`src/rtl/drive_cal_pkg.sv`:
```
package drive_cal_pkg;

  typedef enum logic [1:0] {
    CMP_HOLD  = 2'b00,
    CMP_RAISE = 2'b01,
    CMP_LOWER = 2'b10,
    CMP_BOTH  = 2'b11
  } cmp_e;

  localparam int unsigned DRV_PULLUP   = 0;
  localparam int unsigned DRV_PULLDOWN = 1;
  localparam int unsigned NUM_DRV      = 2;

endpackage

```
`src/rtl/drive_cal_rst_sync.sv`:
```
module drive_cal_rst_sync #(
  parameter int unsigned STAGES = 2
) (
  input  logic clk,
  input  logic rst_n,
  output logic rst_sync_n
);

  logic [STAGES-1:0] chain_q;
  logic [STAGES-1:0] chain_d;

  always_comb begin
    chain_d = {chain_q[STAGES-2:0], 1'b1};
  end

  always_ff @(posedge clk or negedge rst_n) begin
    if (!rst_n) begin
      chain_q <= '0;
    end else begin
      chain_q <= chain_d;
    end
  end

  assign rst_sync_n = chain_q[STAGES-1];

endmodule

```
`src/rtl/drive_cal_interval.sv`:
```
module drive_cal_interval #(
  parameter int unsigned INTERVAL = 64
) (
  input  logic clk,
  input  logic rst_n,
  output logic tick
);

  localparam int unsigned CNT_W = (INTERVAL > 1) ? $clog2(INTERVAL) : 1;
  localparam logic [CNT_W-1:0] LAST = CNT_W'(INTERVAL - 1);

  logic [CNT_W-1:0] cnt_q;
  logic [CNT_W-1:0] cnt_d;
  logic             at_last;

  always_comb begin
    at_last = (cnt_q == LAST);
    if (at_last) begin
      cnt_d = '0;
    end else begin
      cnt_d = cnt_q + 1'b1;
    end
  end

  always_ff @(posedge clk or negedge rst_n) begin
    if (!rst_n) begin
      cnt_q <= '0;
    end else begin
      cnt_q <= cnt_d;
    end
  end

  assign tick = at_last;

endmodule

```
`src/rtl/drive_cal_stepper.sv`:
```
module drive_cal_stepper
  import drive_cal_pkg::*;
#(
  parameter int unsigned CODE_W    = 6,
  parameter int unsigned CODE_INIT = 32
) (
  input  logic              clk,
  input  logic              rst_n,
  input  logic              tick,
  input  logic              eligible,
  input  logic [1:0]        cmp,
  output logic [CODE_W-1:0] code
);

  localparam logic [CODE_W-1:0] CODE_MAX   = '1;
  localparam logic [CODE_W-1:0] CODE_MIN   = '0;
  localparam logic [CODE_W-1:0] CODE_RESET = CODE_W'(CODE_INIT);

  logic [CODE_W-1:0] code_q;
  logic [CODE_W-1:0] code_d;
  logic              step_en;
  cmp_e              req;

  always_comb begin
    req     = cmp_e'(cmp);
    step_en = tick & eligible;
    code_d  = code_q;
    unique case (req)
      CMP_RAISE: if (code_q != CODE_MAX) code_d = code_q + 1'b1;
      CMP_LOWER: if (code_q != CODE_MIN) code_d = code_q - 1'b1;
      CMP_HOLD,
      CMP_BOTH:  code_d = code_q;
      default:   code_d = code_q;
    endcase
  end

  always_ff @(posedge clk or negedge rst_n) begin
    if (!rst_n) begin
      code_q <= CODE_RESET;
    end else if (step_en) begin
      code_q <= code_d;
    end
  end

  assign code = code_q;

endmodule

```
`src/rtl/drive_cal_ready.sv`:
```
module drive_cal_ready #(
  parameter int unsigned WARMUP = 2048
) (
  input  logic clk,
  input  logic rst_n,
  input  logic out_en,
  input  logic all_zero,
  input  logic all_one,
  output logic ready
);

  localparam int unsigned WCNT_W = $clog2(WARMUP + 1);
  localparam logic [WCNT_W-1:0] WARM_END = WCNT_W'(WARMUP);

  logic [WCNT_W-1:0] wcnt_q;
  logic [WCNT_W-1:0] wcnt_d;
  logic              warm_done;
  logic              seen_zero_q, seen_zero_d;
  logic              seen_one_q,  seen_one_d;
  logic              ready_q,     ready_d;

  always_comb begin
    warm_done   = (wcnt_q == WARM_END);
    wcnt_d      = warm_done ? wcnt_q : wcnt_q + 1'b1;
    seen_zero_d = seen_zero_q | (out_en & all_zero);
    seen_one_d  = seen_one_q  | (out_en & all_one);
    ready_d     = ready_q | (warm_done & seen_zero_q & seen_one_q);
  end

  always_ff @(posedge clk or negedge rst_n) begin
    if (!rst_n) begin
      wcnt_q      <= '0;
      seen_zero_q <= 1'b0;
      seen_one_q  <= 1'b0;
      ready_q     <= 1'b0;
    end else begin
      wcnt_q      <= wcnt_d;
      seen_zero_q <= seen_zero_d;
      seen_one_q  <= seen_one_d;
      ready_q     <= ready_d;
    end
  end

  assign ready = ready_q;

endmodule

```
`src/rtl/drive_cal_seq.sv`:
```
module drive_cal_seq
  import drive_cal_pkg::*;
#(
  parameter int unsigned DATA_W    = 18,
  parameter int unsigned CODE_W    = 6,
  parameter int unsigned INTERVAL  = 64,
  parameter int unsigned WARMUP    = 2048,
  parameter int unsigned CODE_INIT = 32
) (
  input  logic              clk,
  input  logic              rst_n,
  input  logic              out_en,
  input  logic [DATA_W-1:0] out_data,
  input  logic [1:0]        pu_cmp,
  input  logic [1:0]        pd_cmp,
  output logic [CODE_W-1:0] pu_code,
  output logic [CODE_W-1:0] pd_code,
  output logic              cal_ready
);

  logic              rst_int_n;
  logic              tick;
  logic              all_zero;
  logic              all_one;
  logic [NUM_DRV-1:0] elig;
  logic [1:0]         cmp_sel  [NUM_DRV];
  logic [CODE_W-1:0]  code_sel [NUM_DRV];

  drive_cal_rst_sync #(.STAGES(2)) u_rst (
    .clk        (clk),
    .rst_n      (rst_n),
    .rst_sync_n (rst_int_n)
  );

  drive_cal_interval #(.INTERVAL(INTERVAL)) u_timer (
    .clk   (clk),
    .rst_n (rst_int_n),
    .tick  (tick)
  );

  assign all_zero = ~|out_data;
  assign all_one  = &out_data;

  assign cmp_sel[DRV_PULLUP]   = pu_cmp;
  assign cmp_sel[DRV_PULLDOWN] = pd_cmp;

  for (genvar d = 0; d < NUM_DRV; d++) begin : g_drv
    if (d == DRV_PULLUP) begin : g_pu
      assign elig[d] = ~out_en | all_zero;
    end else begin : g_pd
      assign elig[d] = ~out_en | all_one;
    end

    drive_cal_stepper #(
      .CODE_W    (CODE_W),
      .CODE_INIT (CODE_INIT)
    ) u_step (
      .clk      (clk),
      .rst_n    (rst_int_n),
      .tick     (tick),
      .eligible (elig[d]),
      .cmp      (cmp_sel[d]),
      .code     (code_sel[d])
    );
  end

  assign pu_code = code_sel[DRV_PULLUP];
  assign pd_code = code_sel[DRV_PULLDOWN];

  drive_cal_ready #(.WARMUP(WARMUP)) u_ready (
    .clk      (clk),
    .rst_n    (rst_int_n),
    .out_en   (out_en),
    .all_zero (all_zero),
    .all_one  (all_one),
    .ready    (cal_ready)
  );

endmodule

```
`config.mk`:
```
export PLATFORM = sky130hd
export DESIGN_NAME = drive_cal_seq
export DESIGN_NICKNAME = d
export VERILOG_FILES = /design/src/rtl/drive_cal_pkg.sv /design/src/rtl/drive_cal_rst_sync.sv /design/src/rtl/drive_cal_interval.sv /design/src/rtl/drive_cal_stepper.sv /design/src/rtl/drive_cal_ready.sv /design/src/rtl/drive_cal_seq.sv
export SDC_FILE = /design/constraint.sdc
export NUM_CORES = 1
export LEC_CHECK = 0
export ABC_AREA = 1
export BUFFER_PORTS_ARGS = -buffer_cell sky130_fd_sc_hd__buf_4
export CORE_UTILIZATION = 55
export CTS_BUF_LIST = sky130_fd_sc_hd__clkbuf_16
export CTS_CLUSTER_SIZE = 30
export DETAILED_ROUTE_END_ITERATION = 6
export PLACE_DENSITY_LB_ADDON = 0.05
export SETUP_SLACK_MARGIN = 0.5
export SYNTH_ARGS = -nofsm -noshare
export SYNTH_HDL_FRONTEND = slang
export SYNTH_HIERARCHICAL = 1
export SYNTH_SLANG_ARGS = --single-unit
```
`constraint.sdc`:
```
create_clock -name clk -period 1.5 [get_ports clk]
set_input_delay 0.075 -clock clk [delete_from_list [all_inputs] [get_ports clk]]
set_output_delay 0.075 -clock clk [all_outputs]
set_load 0.005 [all_outputs]
```
# Word-level counts from Yosys, hierarchy flattened

Index checks and enable logic that the tools add are counted.

Flip-flop bits (word level): 35
Output and inout bits: 13
Word-level logic and storage cells: 60

Add/sub/neg operators: 6
Equal/unequal tests: 14
Muxes and demuxes: 7
Bitwise operators: 14
Reductions and logical operators: 11

Operators with widths:

| kind                                                   | number |
|---|---|
| two-way mux 6 bit                                      | 5 |
| one-hot mux 6 bit (2 select lines)                     | 2 |
| adder 6 x 1 -> 6 bit (second input constant)           | 3 |
| AND reduction 18 bit                                   | 1 |
| OR reduction 18 bit                                    | 1 |
| adder 12 x 1 -> 12 bit (second input constant)         | 1 |
| equality test 12 bit (second input constant)           | 1 |
| inequality test 6 bit (second input constant)          | 2 |
| nonzero test 6 bit                                     | 2 |
| subtractor 6 x 1 -> 6 bit (second input constant)      | 2 |
| equality test 2 bit (second input constant)            | 4 |
| inequality test 2 x 1 -> 1 bit (second input constant) | 4 |
| AND reduction 4 bit                                    | 2 |
| AND 1 bit                                              | 6 |
| equality test 6 bit (second input constant)            | 1 |
| bitwise OR 1 bit                                       | 5 |
| equality test 2 x 1 -> 1 bit (second input constant)   | 2 |
| logical NOT 2 bit                                      | 2 |
| OR reduction 2 bit                                     | 2 |
| inverter 1 bit                                         | 3 |
| logical NOT 1 bit                                      | 1 |

# Logic depth before layout (Yosys ltp)

Depth after elaboration: 5
Gate-level depth with buffers: 13
Depth with buffers taken out: 12

# Cells and area by module

Netlist, hierarchy kept.

By module, submodules not included:

| module             | instances | cells each | area an instance (µm²) | sequential area each (µm²) |
|---|---|---|---|---|
| drive_cal_stepper  | 2         | 92         | 600.6                  | 151.4 |
| drive_cal_ready    | 1         | 98         | 794.5                  | 375.4 |
| drive_cal_interval | 1         | 23         | 251.5                  | 150.1 |
| drive_cal_seq      | 1         | 39         | 156.4                  | 0.0 |
| drive_cal_rst_sync | 1         | 3          | 53.8                   | 50.0 |

# Least setup slack after synthesis

No wires, ideal clock.

Kind: register to register
From: reg u_timer.cnt_q[0]
To: reg g_drv[0].u_step.code_q[3]
Library setup time: 0.074 ns
Data arrival time: 1.337 ns
Setup slack: 0.089 ns
Cell stages (with the launch flop): 9
Clock period less this slack: 1.411 ns
Path through: dfrtp_1 > ha_1 > nand2_1 > nor2_2 > and3b_2 > nand3_4 > inv_4 > nand3_1 > o21ai_2

Longest elaborated chain between the ends: 3

Ends and longest elaborated chain:

| item                                 | line                     | text |
|---|---|---|
| start, declared                      | drive_cal_interval.sv:12 | `logic [CNT_W-1:0] cnt_q;` |
| start signal, assigned               | drive_cal_interval.sv:29 | `cnt_q <= cnt_d;` |
| equality test 6 bit                  | drive_cal_interval.sv:17 | `at_last = (cnt_q == LAST);` |
| named net tick                       | drive_cal_seq.sv:22      | `logic tick;` |
| AND 1 bit                            | drive_cal_stepper.sv:26  | `step_en = tick & eligible;` |
| AND reduction 4 bit (no source line) | n/a                      |  |
| end signal, assigned                 | drive_cal_stepper.sv:41  | `code_q <= code_d;` |
| end, declared                        | drive_cal_stepper.sv:19  | `logic [CODE_W-1:0] code_q;` |

The timed path passes the listed nets, and every way through them passes these cells.
A chain may end at the register's enable or synchronous reset.

# Final worst setup path

From: reg u_timer.cnt_q[1]
To: reg g_drv[0].u_step.code_q[0]

Same word-level chain as after synthesis.

==> summary.md <==
| Metric | Value |
|---|---|
| Syn_nets | `between 300 and 400` |
| Endpoint type of the worst setup path | `register` |
| Row count | `23` |
| R2R cell count | `6` |
| Register area | `891 µm²` |
| DP Cell Count | `439` |
| CTS Buf Count | `5` |
| DR vias | `2541` |
| Pin count of the biggest net entering global routing | `23` |
| PnR worst setup slack | `0.0845 ns` |
| Die height | `just under 70 µm` |
| Crit path capture | `g_drv[0].u_step/code[0]$_DFFE_PN0P_` |
| Final setup fails | `0` |
| Final Cycle Share | `94.4%` |
| Global-route wire length before repair | `9.46 mm` |
| Post-Layout Cell Count | `476` |
| Design area | `approximately 0.0035 mm²` |
| Critical path class | `register to register` |
| Via/cell ratio | `5.34` |
| Die width | `68.8 µm` |
| CTS tree | `done` |
| Syn Inst Count | `347` |
| Critical Path Start | `u_timer/cnt_q[1]$_DFF_PN0_` |
| Clk root buf | `clkbuf_16` |
| Number of global-route vias before repair | `2259` |
| GPL Wtd Cong | `about 0.86` |
| Port Buffers | `37` |
| Initial Util | `59.3%` |
| Initial DRC count | `130` |
| Unrepaired setup endpoints after global routing | `yes` |
| Worst path required time | `roughly 1.7 ns` |
| Max Fanout on Critical Path | `7` |
| Area of the multi-input gates | `0.00162 mm²` |
| Slowest stage delay, CP | `0.36 ns` |
| Synth top area cells | `dfrtp_1, nand2_1, nor2_1, nand3_1, inv_1` |
| Core area | `0.00414 mm²` |
| Initial antenna violation count | `0` |
| Leak Pwr | `1.74 nW` |
| H-tree depth | `2` |
| Worst setup SP type | `register` |
| Cells along the critical path | `ha_2, nand2_2, nor2_4, and3b_2, nand3_4, xor2_1` |
| Post-layout minimum cycle time | `around 1.4 ns` |
| # clock sinks | `35` |
| Setup TNS | `0 ns` |
| Synth warnings | `6` |
| Min-delay worst type | `input pin to register` |
| Maximum vdd drop | `around 640 µV` |
| GRT overflow | `0` |
| Sequential share of the synthesized area | `35.7%` |
| Layout area overhead | `43.1%` |
| GRT Total Usage | `27.1%` |
| Nets | `roughly 460` |
| DRC | `0` |
| Routed WL | `6.72 mm` |
| Synthesized flop and latch total | `35` |
| R2R Setup Slk | `~0.085 ns` |
| Reg clk slew, reported paths | `0.06 ns` |
| FF-to-FF End | `g_drv[0].u_step/code[0]$_DFFE_PN0P_` |
| Max Buffers Root-to-Sink | `2` |
| Status | `complete, no violations` |
| Hold Crit Start | `out_en` |
| Cell variety after synth | `26` |
| Critical-path top delay cell | `dfrtp_1` |
| Post-Syn Area | `approximately 0.0025 mm²` |
| Clk_skew | `0.00744 ns` |
| Skew-Pair Late Insertion Delay | `~0.28 ns` |
| Number of max-cap violations | `0` |
| Fmax | `706 MHz` |
| Share of cells above drive strength 1 | `approximately two fifths` |
| Hold Vio Cnt, Final | `0` |
| WL/cell | `14.1 µm` |
| Placed instance area | `0.00286 mm²` |
| Top-area cell type share of the netlist area | `33.6%` |
| Hpwl dp | `3.89 mm` |
| Antenna viol nets, final | `0` |
| Filler cells | `234` |
| Fin. max-slew vios | `0` |
| R2R Path Start | `u_timer/cnt_q[1]$_DFF_PN0_` |
| Cell Pwr Density | `roughly 600 mW/mm²` |
| Full die area | `0.00474 mm²` |
| CP Data Arrival Time | `around 1.6 ns` |
| Antenna Diode Count | `0` |
| Avg Inst Size Synth | `7.08 µm²` |
| First drt pass iteration count | `5` |
| # IOs | `38` |
| Pre-CTS setup slack | `0.0265 ns` |
| Yosys top cell by area | `dfrtp_1` |
[worst min path at each step]
stage                                         to  depth (start not counted)
finish              u_ready/seen_one_q$_DFF_PN0_                          2
global route        u_ready/seen_one_q$_DFF_PN0_                          2
CTS                 u_ready/seen_one_q$_DFF_PN0_                          2
detailed placement    u_rst/chain_q[0]$_DFF_PN0_                          1
global placement      u_rst/chain_q[0]$_DFF_PN0_                          1
floorplan             u_rst/chain_q[0]$_DFF_PN0_                          0
[cell usage after synthesis]
cell     count
dfrtp_1     33
nand2_2      2
conb_1       1
dfstp_2      2
ha_1        11
nand4_1      6
a21oi_1      5
nand2_1    112
o21ai_0      4
o21ai_2      2
nand3_4      2
nor2_1      48
nor2_2       5
or2_4        2
nor3_1       4
a21o_2       2
nand3_1     33
buf_6        3
a21o_1       2
inv_1       41
xor2_1       9
and3b_2      2
xnor2_1      8
nor2_4       1
nand3_2      3
inv_4        4
[flip-flops by register name, indices dropped and copies added, names as in the netlist]
signal,count
u_rst/chain_q,2
u_ready/wcnt_q,12
u_timer/cnt_q,6
g_drv.u_step/code,12
u_ready/seen_one_q,1
u_ready/ready,1
u_ready/seen_zero_q,1
[worst max-delay path: cells and delay by family, from the launching register on]
family                     cells  cell delay, ns
xor gates and xnor gates       1            0.21
adders and majority gates      1            0.19
DFF                            1            0.36
and+or+nand+nor                4            0.53
[cell type report]
class,instances,area share [%]
multi-input combinational,264,46.0
timing repair buffer,74,17.7
clock buffer,5,3.56
inverter,45,5.23
tap,50,1.78
sequential,35,25.3
clock inverter,3,0.356
[cells in the final DEF, fill, tap and decap left out, types with 3 or more instances in the layout]
master	netlist	layout
nor2_4	1	10
clkbuf_16	0	5
xnor2_1	8	8
nand2_2	2	15
o21ai_0	4	3
nor2_1	48	38
nand3_4	2	4
a21oi_1	5	4
xor2_1	9	8
buf_4	0	58
nor2_2	5	6
nand3_2	3	14
buf_6	3	14
inv_2	0	4
nor3_1	4	3
nand3_1	33	20
inv_1	41	37
nand2_1	112	98
ha_2	0	3
dfrtp_1	33	23
dfrtp_2	0	10
ha_1	11	6
nand4_1	6	6
inv_4	4	4
[report_power, final]
group	internal (mW)	total [mW]	switching [mW]	leakage, nW
registers	0.948	0.956	0.00727	0.418
logic	0.104	0.221	0.116	1.25
clock network	0.599	0.959	0.360	0.0724
total	1.65	2.13	0.483	1.74
[per-stage QoR]
| step | hold slack [ns] | utilization (%) | power (mW) |
|---|---|---|---|
| final | 0.0373 | 84.8 | 2.13 |
| after global routing | 0.0342 | 84.8 | 2.23 |
| after CTS | 0.0285 | 78.6 | 2.14 |
| after detailed placement | -0.142 | 69.1 | 1.17 |
| after global placement | -0.142 | 69.1 | 1.16 |
| after floorplan | -0.221 | - | 1.08 |
[cell families (layout without fill, tap and decap cells)]
| kind of cell | after synthesis | count (layout) | synth area share, % |
|---|---|---|---|
| simple gates | 220 | 220 | 39.9 |
| fa+ha+maj | 11 | 11 | 5.60 |
| flops | 35 | 35 | 35.7 |
| other cells | 1 | 1 | 0.153 |
| xor+xnor | 17 | 17 | 6.06 |
| compound gates | 15 | 15 | 3.87 |
| buf+inv | 48 | 127 | 8.66 |
[metal layers]
metal  GRT usage [%]  part of all wire (%)
met1            32.2                    40
met2            47.7                    53
met3            5.76                   5.5
met4            10.2                   1.9
met5               0                     0
[timing repair]
| action | 4_1_cts | 5_1_grt |
|---|---|---|
| hold buffers | 1 | 0 |
| pin swaps | 13 | 31 |
| buffers inserted | 16 | 12 |
| endpoints found under the hold margin | 2 | 0 |
| resized for setup | 36 | 47 |
| endpoints found under the setup margin | 31 | 38 |
| gates cloned | 0 | 0 |
Power figures use the tool's default switching activity.
